### src/rtl/pgwalk_pkg.sv
package pgwalk_pkg;

  typedef enum logic [2:0] {
    WS_IDLE  = 3'd0,
    WS_RD_L1 = 3'd1,
    WS_WT_L1 = 3'd2,
    WS_RD_L2 = 3'd3,
    WS_WT_L2 = 3'd4,
    WS_FIN   = 3'd5
  } walk_state_e;

  localparam int unsigned DEF_VA_W       = 32;
  localparam int unsigned DEF_PA_W       = 28;
  localparam int unsigned DEF_OFS_W      = 13;
  localparam int unsigned DEF_L1_IDX_W   = 8;
  localparam int unsigned DEF_PTE_W      = 32;
  localparam int unsigned DEF_PTE_BYTES_LOG2 = 2;

endpackage

### src/rtl/pgwalk_split.sv
module pgwalk_split #(
  parameter int unsigned VA_W     = 32,
  parameter int unsigned OFS_W    = 13,
  parameter int unsigned L1_IDX_W = 8,
  localparam int unsigned L2_IDX_W = VA_W - OFS_W - L1_IDX_W
) (
  input  logic [VA_W-1:0]     vaddr,
  output logic [L1_IDX_W-1:0] idx_top,
  output logic [L2_IDX_W-1:0] idx_mid,
  output logic [OFS_W-1:0]    offset
);
  assign idx_top = vaddr[VA_W-1 -: L1_IDX_W];
  assign idx_mid = vaddr[OFS_W +: L2_IDX_W];
  assign offset  = vaddr[OFS_W-1:0];
endmodule

### src/rtl/pgwalk_entry_addr.sv
module pgwalk_entry_addr #(
  parameter int unsigned PA_W      = 28,
  parameter int unsigned IDX_W     = 8,
  parameter int unsigned BYTES_LOG2 = 2,
  localparam int unsigned PAD_W    = PA_W - IDX_W - BYTES_LOG2
) (
  input  logic [PA_W-1:0]  table_base,
  input  logic [IDX_W-1:0] index,
  output logic [PA_W-1:0]  entry_addr
);
  logic [PA_W-1:0] scaled;
  assign scaled     = {{PAD_W{1'b0}}, index, {BYTES_LOG2{1'b0}}};
  assign entry_addr = table_base + scaled;
endmodule

### src/rtl/pgwalk_pte_decode.sv
module pgwalk_pte_decode #(
  parameter int unsigned PTE_W = 32,
  parameter int unsigned PA_W  = 28,
  parameter int unsigned OFS_W = 13,
  localparam int unsigned PPN_W = PA_W - OFS_W
) (
  input  logic [PTE_W-1:0] pte,
  output logic             present,
  output logic [PPN_W-1:0] ppn,
  output logic [PA_W-1:0]  page_base
);
  logic unused_pte_bits;
  assign present   = pte[0];
  assign ppn       = pte[OFS_W +: PPN_W];
  assign page_base = {ppn, {OFS_W{1'b0}}};
  assign unused_pte_bits = ^{pte[PTE_W-1:PA_W], pte[OFS_W-1:1]};
endmodule

### src/rtl/pgwalk_seq.sv
module pgwalk_seq
  import pgwalk_pkg::*;
(
  input  logic        clk,
  input  logic        rst,
  input  logic        req_valid,
  input  logic        mem_req_ready,
  input  logic        mem_rsp_valid,
  input  logic        pte_present,
  output walk_state_e state,
  output logic        take_req,
  output logic        load_l2,
  output logic        load_res,
  output logic        load_flt
);
  walk_state_e nxt;

  assign take_req = (state == WS_IDLE) && req_valid;
  assign load_l2  = (state == WS_WT_L1) && mem_rsp_valid && pte_present;
  assign load_res = (state == WS_WT_L2) && mem_rsp_valid && pte_present;
  assign load_flt = ((state == WS_WT_L1) || (state == WS_WT_L2)) &&
                    mem_rsp_valid && !pte_present;

  always_comb begin
    nxt = state;
    case (state)
      WS_IDLE:  if (req_valid)     nxt = WS_RD_L1;
      WS_RD_L1: if (mem_req_ready) nxt = WS_WT_L1;
      WS_WT_L1: if (mem_rsp_valid) nxt = pte_present ? WS_RD_L2 : WS_FIN;
      WS_RD_L2: if (mem_req_ready) nxt = WS_WT_L2;
      WS_WT_L2: if (mem_rsp_valid) nxt = WS_FIN;
      WS_FIN:                      nxt = WS_IDLE;
      default:                     nxt = WS_IDLE;
    endcase
  end

  always_ff @(posedge clk) begin
    if (rst) state <= WS_IDLE;
    else     state <= nxt;
  end
endmodule

### src/rtl/pgwalk_top.sv
module pgwalk_top
  import pgwalk_pkg::*;
#(
  parameter int unsigned VA_W       = DEF_VA_W,
  parameter int unsigned PA_W       = DEF_PA_W,
  parameter int unsigned OFS_W      = DEF_OFS_W,
  parameter int unsigned L1_IDX_W   = DEF_L1_IDX_W,
  parameter int unsigned PTE_W      = DEF_PTE_W,
  parameter int unsigned BYTES_LOG2 = DEF_PTE_BYTES_LOG2,
  localparam int unsigned L2_IDX_W  = VA_W - OFS_W - L1_IDX_W,
  localparam int unsigned PPN_W     = PA_W - OFS_W
) (
  input  logic             clk,
  input  logic             rst,
  input  logic             req_valid,
  input  logic [VA_W-1:0]  req_vaddr,
  input  logic [PA_W-1:0]  req_l1_base,
  output logic             req_ready,
  output logic             mem_req_valid,
  output logic [PA_W-1:0]  mem_req_addr,
  input  logic             mem_req_ready,
  input  logic             mem_rsp_valid,
  input  logic [PTE_W-1:0] mem_rsp_data,
  output logic             done,
  output logic             fault,
  output logic [PA_W-1:0]  paddr
);
  walk_state_e state;
  logic take_req, load_l2, load_res, load_flt;

  logic [L1_IDX_W-1:0] in_idx_top;
  logic [L2_IDX_W-1:0] in_idx_mid;
  logic [OFS_W-1:0]    in_ofs;
  logic [L2_IDX_W-1:0] idx_mid_q;
  logic [OFS_W-1:0]    ofs_q;

  logic             pte_present;
  logic [PPN_W-1:0] pte_ppn;
  logic [PA_W-1:0]  pte_page;
  logic [PA_W-1:0]  l1_entry, l2_entry;

  logic [PA_W-1:0]  addr_q;
  logic [PA_W-1:0]  paddr_q;
  logic             flt_q;

  pgwalk_split #(.VA_W(VA_W), .OFS_W(OFS_W), .L1_IDX_W(L1_IDX_W)) u_split (
    .vaddr   (req_vaddr),
    .idx_top (in_idx_top),
    .idx_mid (in_idx_mid),
    .offset  (in_ofs)
  );

  pgwalk_pte_decode #(.PTE_W(PTE_W), .PA_W(PA_W), .OFS_W(OFS_W)) u_dec (
    .pte       (mem_rsp_data),
    .present   (pte_present),
    .ppn       (pte_ppn),
    .page_base (pte_page)
  );

  pgwalk_entry_addr #(.PA_W(PA_W), .IDX_W(L1_IDX_W), .BYTES_LOG2(BYTES_LOG2)) u_ea1 (
    .table_base (req_l1_base),
    .index      (in_idx_top),
    .entry_addr (l1_entry)
  );

  pgwalk_entry_addr #(.PA_W(PA_W), .IDX_W(L2_IDX_W), .BYTES_LOG2(BYTES_LOG2)) u_ea2 (
    .table_base (pte_page),
    .index      (idx_mid_q),
    .entry_addr (l2_entry)
  );

  pgwalk_seq u_seq (
    .clk           (clk),
    .rst           (rst),
    .req_valid     (req_valid),
    .mem_req_ready (mem_req_ready),
    .mem_rsp_valid (mem_rsp_valid),
    .pte_present   (pte_present),
    .state         (state),
    .take_req      (take_req),
    .load_l2       (load_l2),
    .load_res      (load_res),
    .load_flt      (load_flt)
  );

  always_ff @(posedge clk) begin
    if (rst) begin
      idx_mid_q <= '0;
      ofs_q     <= '0;
      addr_q    <= '0;
      paddr_q   <= '0;
      flt_q     <= 1'b0;
    end else begin
      if (take_req) begin
        idx_mid_q <= in_idx_mid;
        ofs_q     <= in_ofs;
        addr_q    <= l1_entry;
      end
      if (load_l2) addr_q <= l2_entry;
      if (load_res) begin
        paddr_q <= {pte_ppn, ofs_q};
        flt_q   <= 1'b0;
      end
      if (load_flt) begin
        paddr_q <= '0;
        flt_q   <= 1'b1;
      end
    end
  end

  assign req_ready     = (state == WS_IDLE);
  assign mem_req_valid = (state == WS_RD_L1) || (state == WS_RD_L2);
  assign mem_req_addr  = addr_q;
  assign done          = (state == WS_FIN) && !flt_q;
  assign fault         = (state == WS_FIN) && flt_q;
  assign paddr         = paddr_q;
endmodule

### config.mk
export PLATFORM = sky130hd
export DESIGN_NAME = pgwalk_top
export DESIGN_NICKNAME = d
export VERILOG_FILES = /design/src/rtl/pgwalk_pkg.sv /design/src/rtl/pgwalk_split.sv /design/src/rtl/pgwalk_entry_addr.sv /design/src/rtl/pgwalk_pte_decode.sv /design/src/rtl/pgwalk_seq.sv /design/src/rtl/pgwalk_top.sv
export SDC_FILE = /design/constraint.sdc
export NUM_CORES = 1
export LEC_CHECK = 0
export BUFFER_PORTS_ARGS = -buffer_cell sky130_fd_sc_hd__clkbuf_2
export CELL_PAD_IN_SITES_DETAIL_PLACEMENT = 1
export CELL_PAD_IN_SITES_GLOBAL_PLACEMENT = 1
export CORE_UTILIZATION = 36
export DETAILED_ROUTE_END_ITERATION = 6
export PLACE_DENSITY = 0.87
export SYNTH_ARGS = -nofsm -noshare
export SYNTH_HDL_FRONTEND = slang
export SYNTH_HIERARCHICAL = 1
export SYNTH_SLANG_ARGS = --single-unit
### constraint.sdc
create_clock -name clk -period 2.3 [get_ports clk]
set_input_delay 0.345 -clock clk [delete_from_list [all_inputs] [get_ports clk]]
set_output_delay 0.345 -clock clk [all_outputs]
set_load 0.05 [all_outputs]
After elaboration in Yosys (flattened, before gate mapping)
Index checks and enable logic that the tools add are counted.
{"block": "classes", "n_reduce_logical": 18, "n_mux": 11, "addsub": 2, "n_eq_ne": 10}
{"cell": "$mux W28", "n": 2}
{"cell": "$add A28 B10 Y28", "n": 1}
{"cell": "$add A28 B13 Y28", "n": 1}
{"cell": "$mux W3", "n": 6}
{"cell": "$pmux W3 S5", "n": 1}
{"cell": "$ne A2 B2 Y1 const B", "n": 5}
{"cell": "$logic_and A1 B1 Y1", "n": 9}
{"cell": "$eq A3 B2 Y1 const B", "n": 2}
{"cell": "$eq A3 B3 Y1 const B", "n": 2}
{"cell": "$reduce_and A5 Y1", "n": 1}
{"cell": "$reduce_bool A2 Y1", "n": 2}
{"cell": "$eq A3 B1 Y1 const B", "n": 1}
{"cell": "$logic_not A3 Y1", "n": 1}
{"cell": "$logic_not A1 Y1", "n": 2}
{"cell": "$logic_or A1 B1 Y1", "n": 2}
{"cell": "$mux W1", "n": 2}
{"cell": "$reduce_or A2 Y1", "n": 1}
{"block": "totals", "in_bits": 97, "out_inout_bits": 60, "register_bits": 84, "word_cells": 47}

Logic depth before layout (Yosys ltp)
{"block": "depth", "depth_word": 5, "depth_mapped": 11, "mapped_depth_nobuf": 10}

Cells and area by module
The synthesis kept the hierarchy.
{"mod": "pgwalk_top", "instances": 1, "cells_each": 301, "area_per_inst_um2": 3238.1}
{"mod": "pgwalk_entry_addr (u_ea2)", "instances": 1, "cells_each": 114, "area_per_inst_um2": 873.3}
{"mod": "pgwalk_entry_addr (u_ea1)", "instances": 1, "cells_each": 94, "area_per_inst_um2": 713.2}
{"mod": "pgwalk_pte_decode", "instances": 1, "cells_each": 45, "area_per_inst_um2": 334.1}
{"mod": "pgwalk_seq", "instances": 1, "cells_each": 30, "area_per_inst_um2": 277.8}
{"mod": "pgwalk_split", "instances": 1, "cells_each": 32, "area_per_inst_um2": 240.2}

Worst setup path after synthesis
OpenSTA, ideal clock, no wires.
{"block": "synth_path", "kind": "in2reg", "startpoint": "input req_vaddr[24]", "endpoint": "register addr_q[26] (netlist: mem_req_addr[26])", "stages": 11, "required_ps": 2214, "t_arrival_ps": 2216, "n_path_buf": 1, "setup_slack_ps": -1, "cell_sequence": "buf_4 -> ha_1 -> inv_1 -> fa_1 -> nand2b_1 -> a21oi_1 -> o21ai_2 -> nor3b_2 -> xor2_1 -> mux2i_1 -> a211oi_1"}
{"block": "synth_via", "elab_chain_len": 3}
{"element": "start, declared", "line": "pgwalk_top.sv:16", "text": "input logic [VA_W-1:0] req_vaddr,"}
{"element": "$add A28 B10 Y28", "line": "pgwalk_entry_addr.sv:13", "text": "assign entry_addr = table_base + scaled;"}
{"element": "net l1_entry[26]", "line": "pgwalk_top.sv:40", "text": "logic [PA_W-1:0] l1_entry, l2_entry;"}
{"element": "$mux W28", "line": "pgwalk_top.sv:94", "text": "if (take_req) begin"}
{"element": "$mux W28", "line": "pgwalk_top.sv:99", "text": "if (load_l2) addr_q <= l2_entry;"}
{"element": "end signal, assigned", "line": "pgwalk_top.sv:97", "text": "addr_q <= l1_entry;"}
{"element": "end signal, assigned", "line": "pgwalk_top.sv:99"}
{"element": "end, declared", "line": "pgwalk_top.sv:42", "text": "logic [PA_W-1:0] addr_q;"}
The timed path passes the listed nets, and every way through them passes these cells. The select of a mux whose other input is x is not followed.
A chain may end at the register's enable or synchronous reset.

Worst setup path after layout
{"block": "layout_path", "startpoint": "input req_l1_base[2]", "endpoint": "register addr_q[26] (netlist: mem_req_addr[26])"}
{"block": "layout_via", "elab_chain_len": 3}
{"element": "start, declared", "line": "pgwalk_top.sv:17", "text": "input logic [PA_W-1:0] req_l1_base,"}
{"element": "$add A28 B10 Y28", "line": "pgwalk_entry_addr.sv:13"}
{"element": "net l1_entry[26]", "line": "pgwalk_top.sv:40"}
{"element": "$mux W28", "line": "pgwalk_top.sv:94"}
{"element": "$mux W28", "line": "pgwalk_top.sv:99"}
The timed path passes the listed nets, and every way through them passes these cells. The select of a mux whose other input is x is not followed.

==> impl_metrics.py <==
metrics = {
    "synthesis": {
        "synthTopCellsByArea": "dfxtp_1, mux2i_1, buf_4",
        "synth_cell_types": 60,
        "synth.avg_cell_area_um2": 9.215,
        "synth_area_um2": 5677,
        "synth_most_common_cell": "buf_4",
        "yosys_warnings": 6,
        "ys_seq_area_frac": 0.2962,
        "synth_ff_type": "dfxtp_1",
        "synth_top_area_cell": "dfxtp_1",
        "netlist_instances": 616,
        "ys_top_cells_by_count": "buf_4, dfxtp_1, mux2i_1",
        "ys_ff_latch": 84,
        "synth_edf_count": 0,
        "synth-async-reset-ratio": 0,
        "synth_top_area_frac": 0.2962,
    },
    "floorplanning": {
        "die_h_um": 127.6,
        "ios": 157,
        "core_area_um2": 15310,
        "initial_utilization": 0.3707,
        "fp.dieW_um": 127.6,
        "fp.dieArea_um2": 16280,
        "rows": 45,
    },
    "layout": {
        "fin_area_um2": 6347,
        "drive_gt1_frac": 0.2851,
        "layoutNonFillerInstCount": 902,
        "fillers": 1856,
        "seq_area_um2": 1682,
        "diodes": 0,
        "multi_input_area_um2": 3187,
        "fin_nets": 804,
        "area_growth_syn_to_layout_pct": 11.81,
    },
    "grt": {
        "track_usage": 0.1700,
        "grt_pass1_wl_um": 22030,
        "grt_pass1_vias": 4463,
        "antenna_found_initial": 0,
        "grt_max_degree": 43,
        "grt_overflow": 0,
    },
    "cts": {
        "cts_buffers": 9,
        "postCtsSetupBuffers": 0,
        "clock-sinks": 84,
        "cts_root_buf": "clkbuf_16",
        "cts_hold_buf": 0,
        "insertion_delay_ns": 0.34,
        "clk_pin_slew_ns": 0.06,
        "clockBufferDepth": 2,
        "tritoncts": "done",
        "cts_max_level": 3,
        "cts_resized": 0,
    },
    "timing": {
        "setup-violations-final": 0,
        "fmax_ghz": 0.4886,
        "setup_tns_ns": 0,
        "min_period_ns": 2.047,
        "fin_hold_ws_ns": 0.2423,
        "rsz0062_at_grt": "no",
        "relSlewSlack": 0.3690,
        "slew_violations": 0,
        "hold_viol": 0,
        "skew_ns": 0.008966,
        "worst_pin_slew_ns": 0.9465,
        "finalCritPeriodShare": 0.8898,
    },
    "critical_path": {
        "required_ns": 2.56,
        "critical-path-max-stage-delay_ns": 0.38,
        "cp_data_arrival_time_ns": 2.30,
        "ff2ff_setup_slack_ns": 0.37,
        "crit_type": "primary input to flip-flop",
        "crit_fanout": 5,
        "worstSetupEndpointType": "flip-flop",
        "start_kind": "primary input",
        "critPathSlowestCell": "fa_1",
        "path_cells": "clkbuf_2, ha_1, inv_1, fa_1, nand2b_1, a21oi_2, o21ai_2, nor3b_2, xor2_1, mux2i_1, a211oi_1",
    },
    "route": {
        "routedWlPerCell_um": 14.91,
        "vias": 4361,
        "drt_pass1_iterations": 4,
        "drt.antenna.violating_nets": 0,
        "totalWireLength_um": 13450,
        "post_drt_via_cell_ratio": 4.835,
        "drcViolationCount": 0,
        "drt_iter0_drc": 116,
    },
    "pwr": {
        "p_leak_nw": 2.749,
        "p_per_area_nw_per_um2": 659.9,
        "ir_worst_vdd_v": 0.0003753,
    },
    "run": {
        "cap_violations": 0,
    },
    "placed_design": {
        "portBuffers": 140,
        "gp_congestion": 0.8183,
        "hpwl_um": 10480,
        "placed_cell_area_um2": 6020,
        "dp.cells": 886,
    },
    "min_path": {
        "hold_class": "primary input to flip-flop",
    },
    "status": {
        "status": "complete, no violations",
    },
}
## final timing paths
check,from,to,cells past startpoint
min,req_vaddr[6],ofs_q[6]$_SDFFE_PP0P_,3
min reg2reg,paddr[27]$_SDFFE_PP0P_,paddr[27]$_SDFFE_PP0P_,2
max,req_l1_base[2],mem_req_addr[26]$_SDFFE_PP0P_,11
max reg2reg,u_seq/state[2]$_SDFFE_PP0P_,paddr[26]$_SDFFE_PP0P_,5
## area by class of cell
type,count,area share
Inverter,13,0.007688
Sequential cell,84,0.2649
Tap cell,211,0.04159
Multi-Input combinational cell,423,0.5021
Timing Repair Buffer,155,0.1321
Clock inverter,5,0.01340
Clock buffer,11,0.03824
## state kept, by name, summed over array words and instances, names as in the netlist
signal / cells
mem_req_addr: 28
paddr: 28
ofs_q: 13
idx_mid_q: 11
u_seq/state: 3
flt_q: 1
## routing by layer
metal  global-route usage  vias up  share of wire
met5                    0        -              0
met4              0.05121        0          0.015
met3              0.05025       12          0.062
met2               0.2867      113           0.48
met1               0.2086     2051           0.45
li1                     -     2185              -
## report_power, final
| part | internal, mW | switching [mW] | total (mW) |
|---|---|---|---|
| sequential | 1.54 | 0.0548 | 1.60 |
| combinational | 0.389 | 0.630 | 1.02 |
| clock | 0.985 | 0.585 | 1.57 |
| total | 2.92 | 1.27 | 4.19 |
## worst max-delay path: cells and delay by family
family / cells / cell delay (ns)
AO/OA/AOI/OAI: 3 / 0.62
XOR/XNOR: 1 / 0.18
adder cells (fa/ha/maj): 2 / 0.53
buffers and inverters: 2 / 0.13
multiplexers: 1 / 0.10
AND/OR/NAND/NOR: 2 / 0.40
## kinds of logic (layout without fill, tap and decap cells)
group,Yosys count,count (layout),share of synthesized area
muxes,81,81,0.1428
other,1,13,0.0006606
DFF,84,84,0.2962
AOI/OAI and AO/OA,78,78,0.1047
and+or+nand+nor,181,181,0.1774
buffers and inverters,121,184,0.1536
xor gates and xnor gates,49,49,0.07560
adders and majority gates,21,21,0.04893
## cell usage in the layout, fill, tap and decap left out, types with 5 or more instances in the layout
cell type  synthesis  routed
nand4_1            5       5
dfxtp_1           84      84
nand3_1           15      15
a311oi_1           5       5
mux2i_1           81      81
buf_4             87      13
ha_1              19      19
nor2b_1           31      31
nand2_1           17      17
conb_1             1      13
xor2_1            19      19
nor2_1            64      64
inv_1             12      12
a211oi_1          29      29
a31oi_1            5       5
and3_1             7       7
xnor2_1           30      30
clkbuf_2           0     140
a21oi_1           14      13
clkbuf_16          0       9
nand2b_1           9       9
a21o_1             5       5
## per-stage QoR
step                        util  power (mW)  setup slack, ns
after detailed placement  0.3931       2.643          -0.1238
after CTS                 0.4145       4.241           0.2457
final                     0.4145       4.189           0.2534
after global routing      0.4145       4.396          0.08332
after floorplan                -       2.487          0.01474
after global placement    0.3931       2.614         -0.04887
Power figures use the tool's default switching activity.
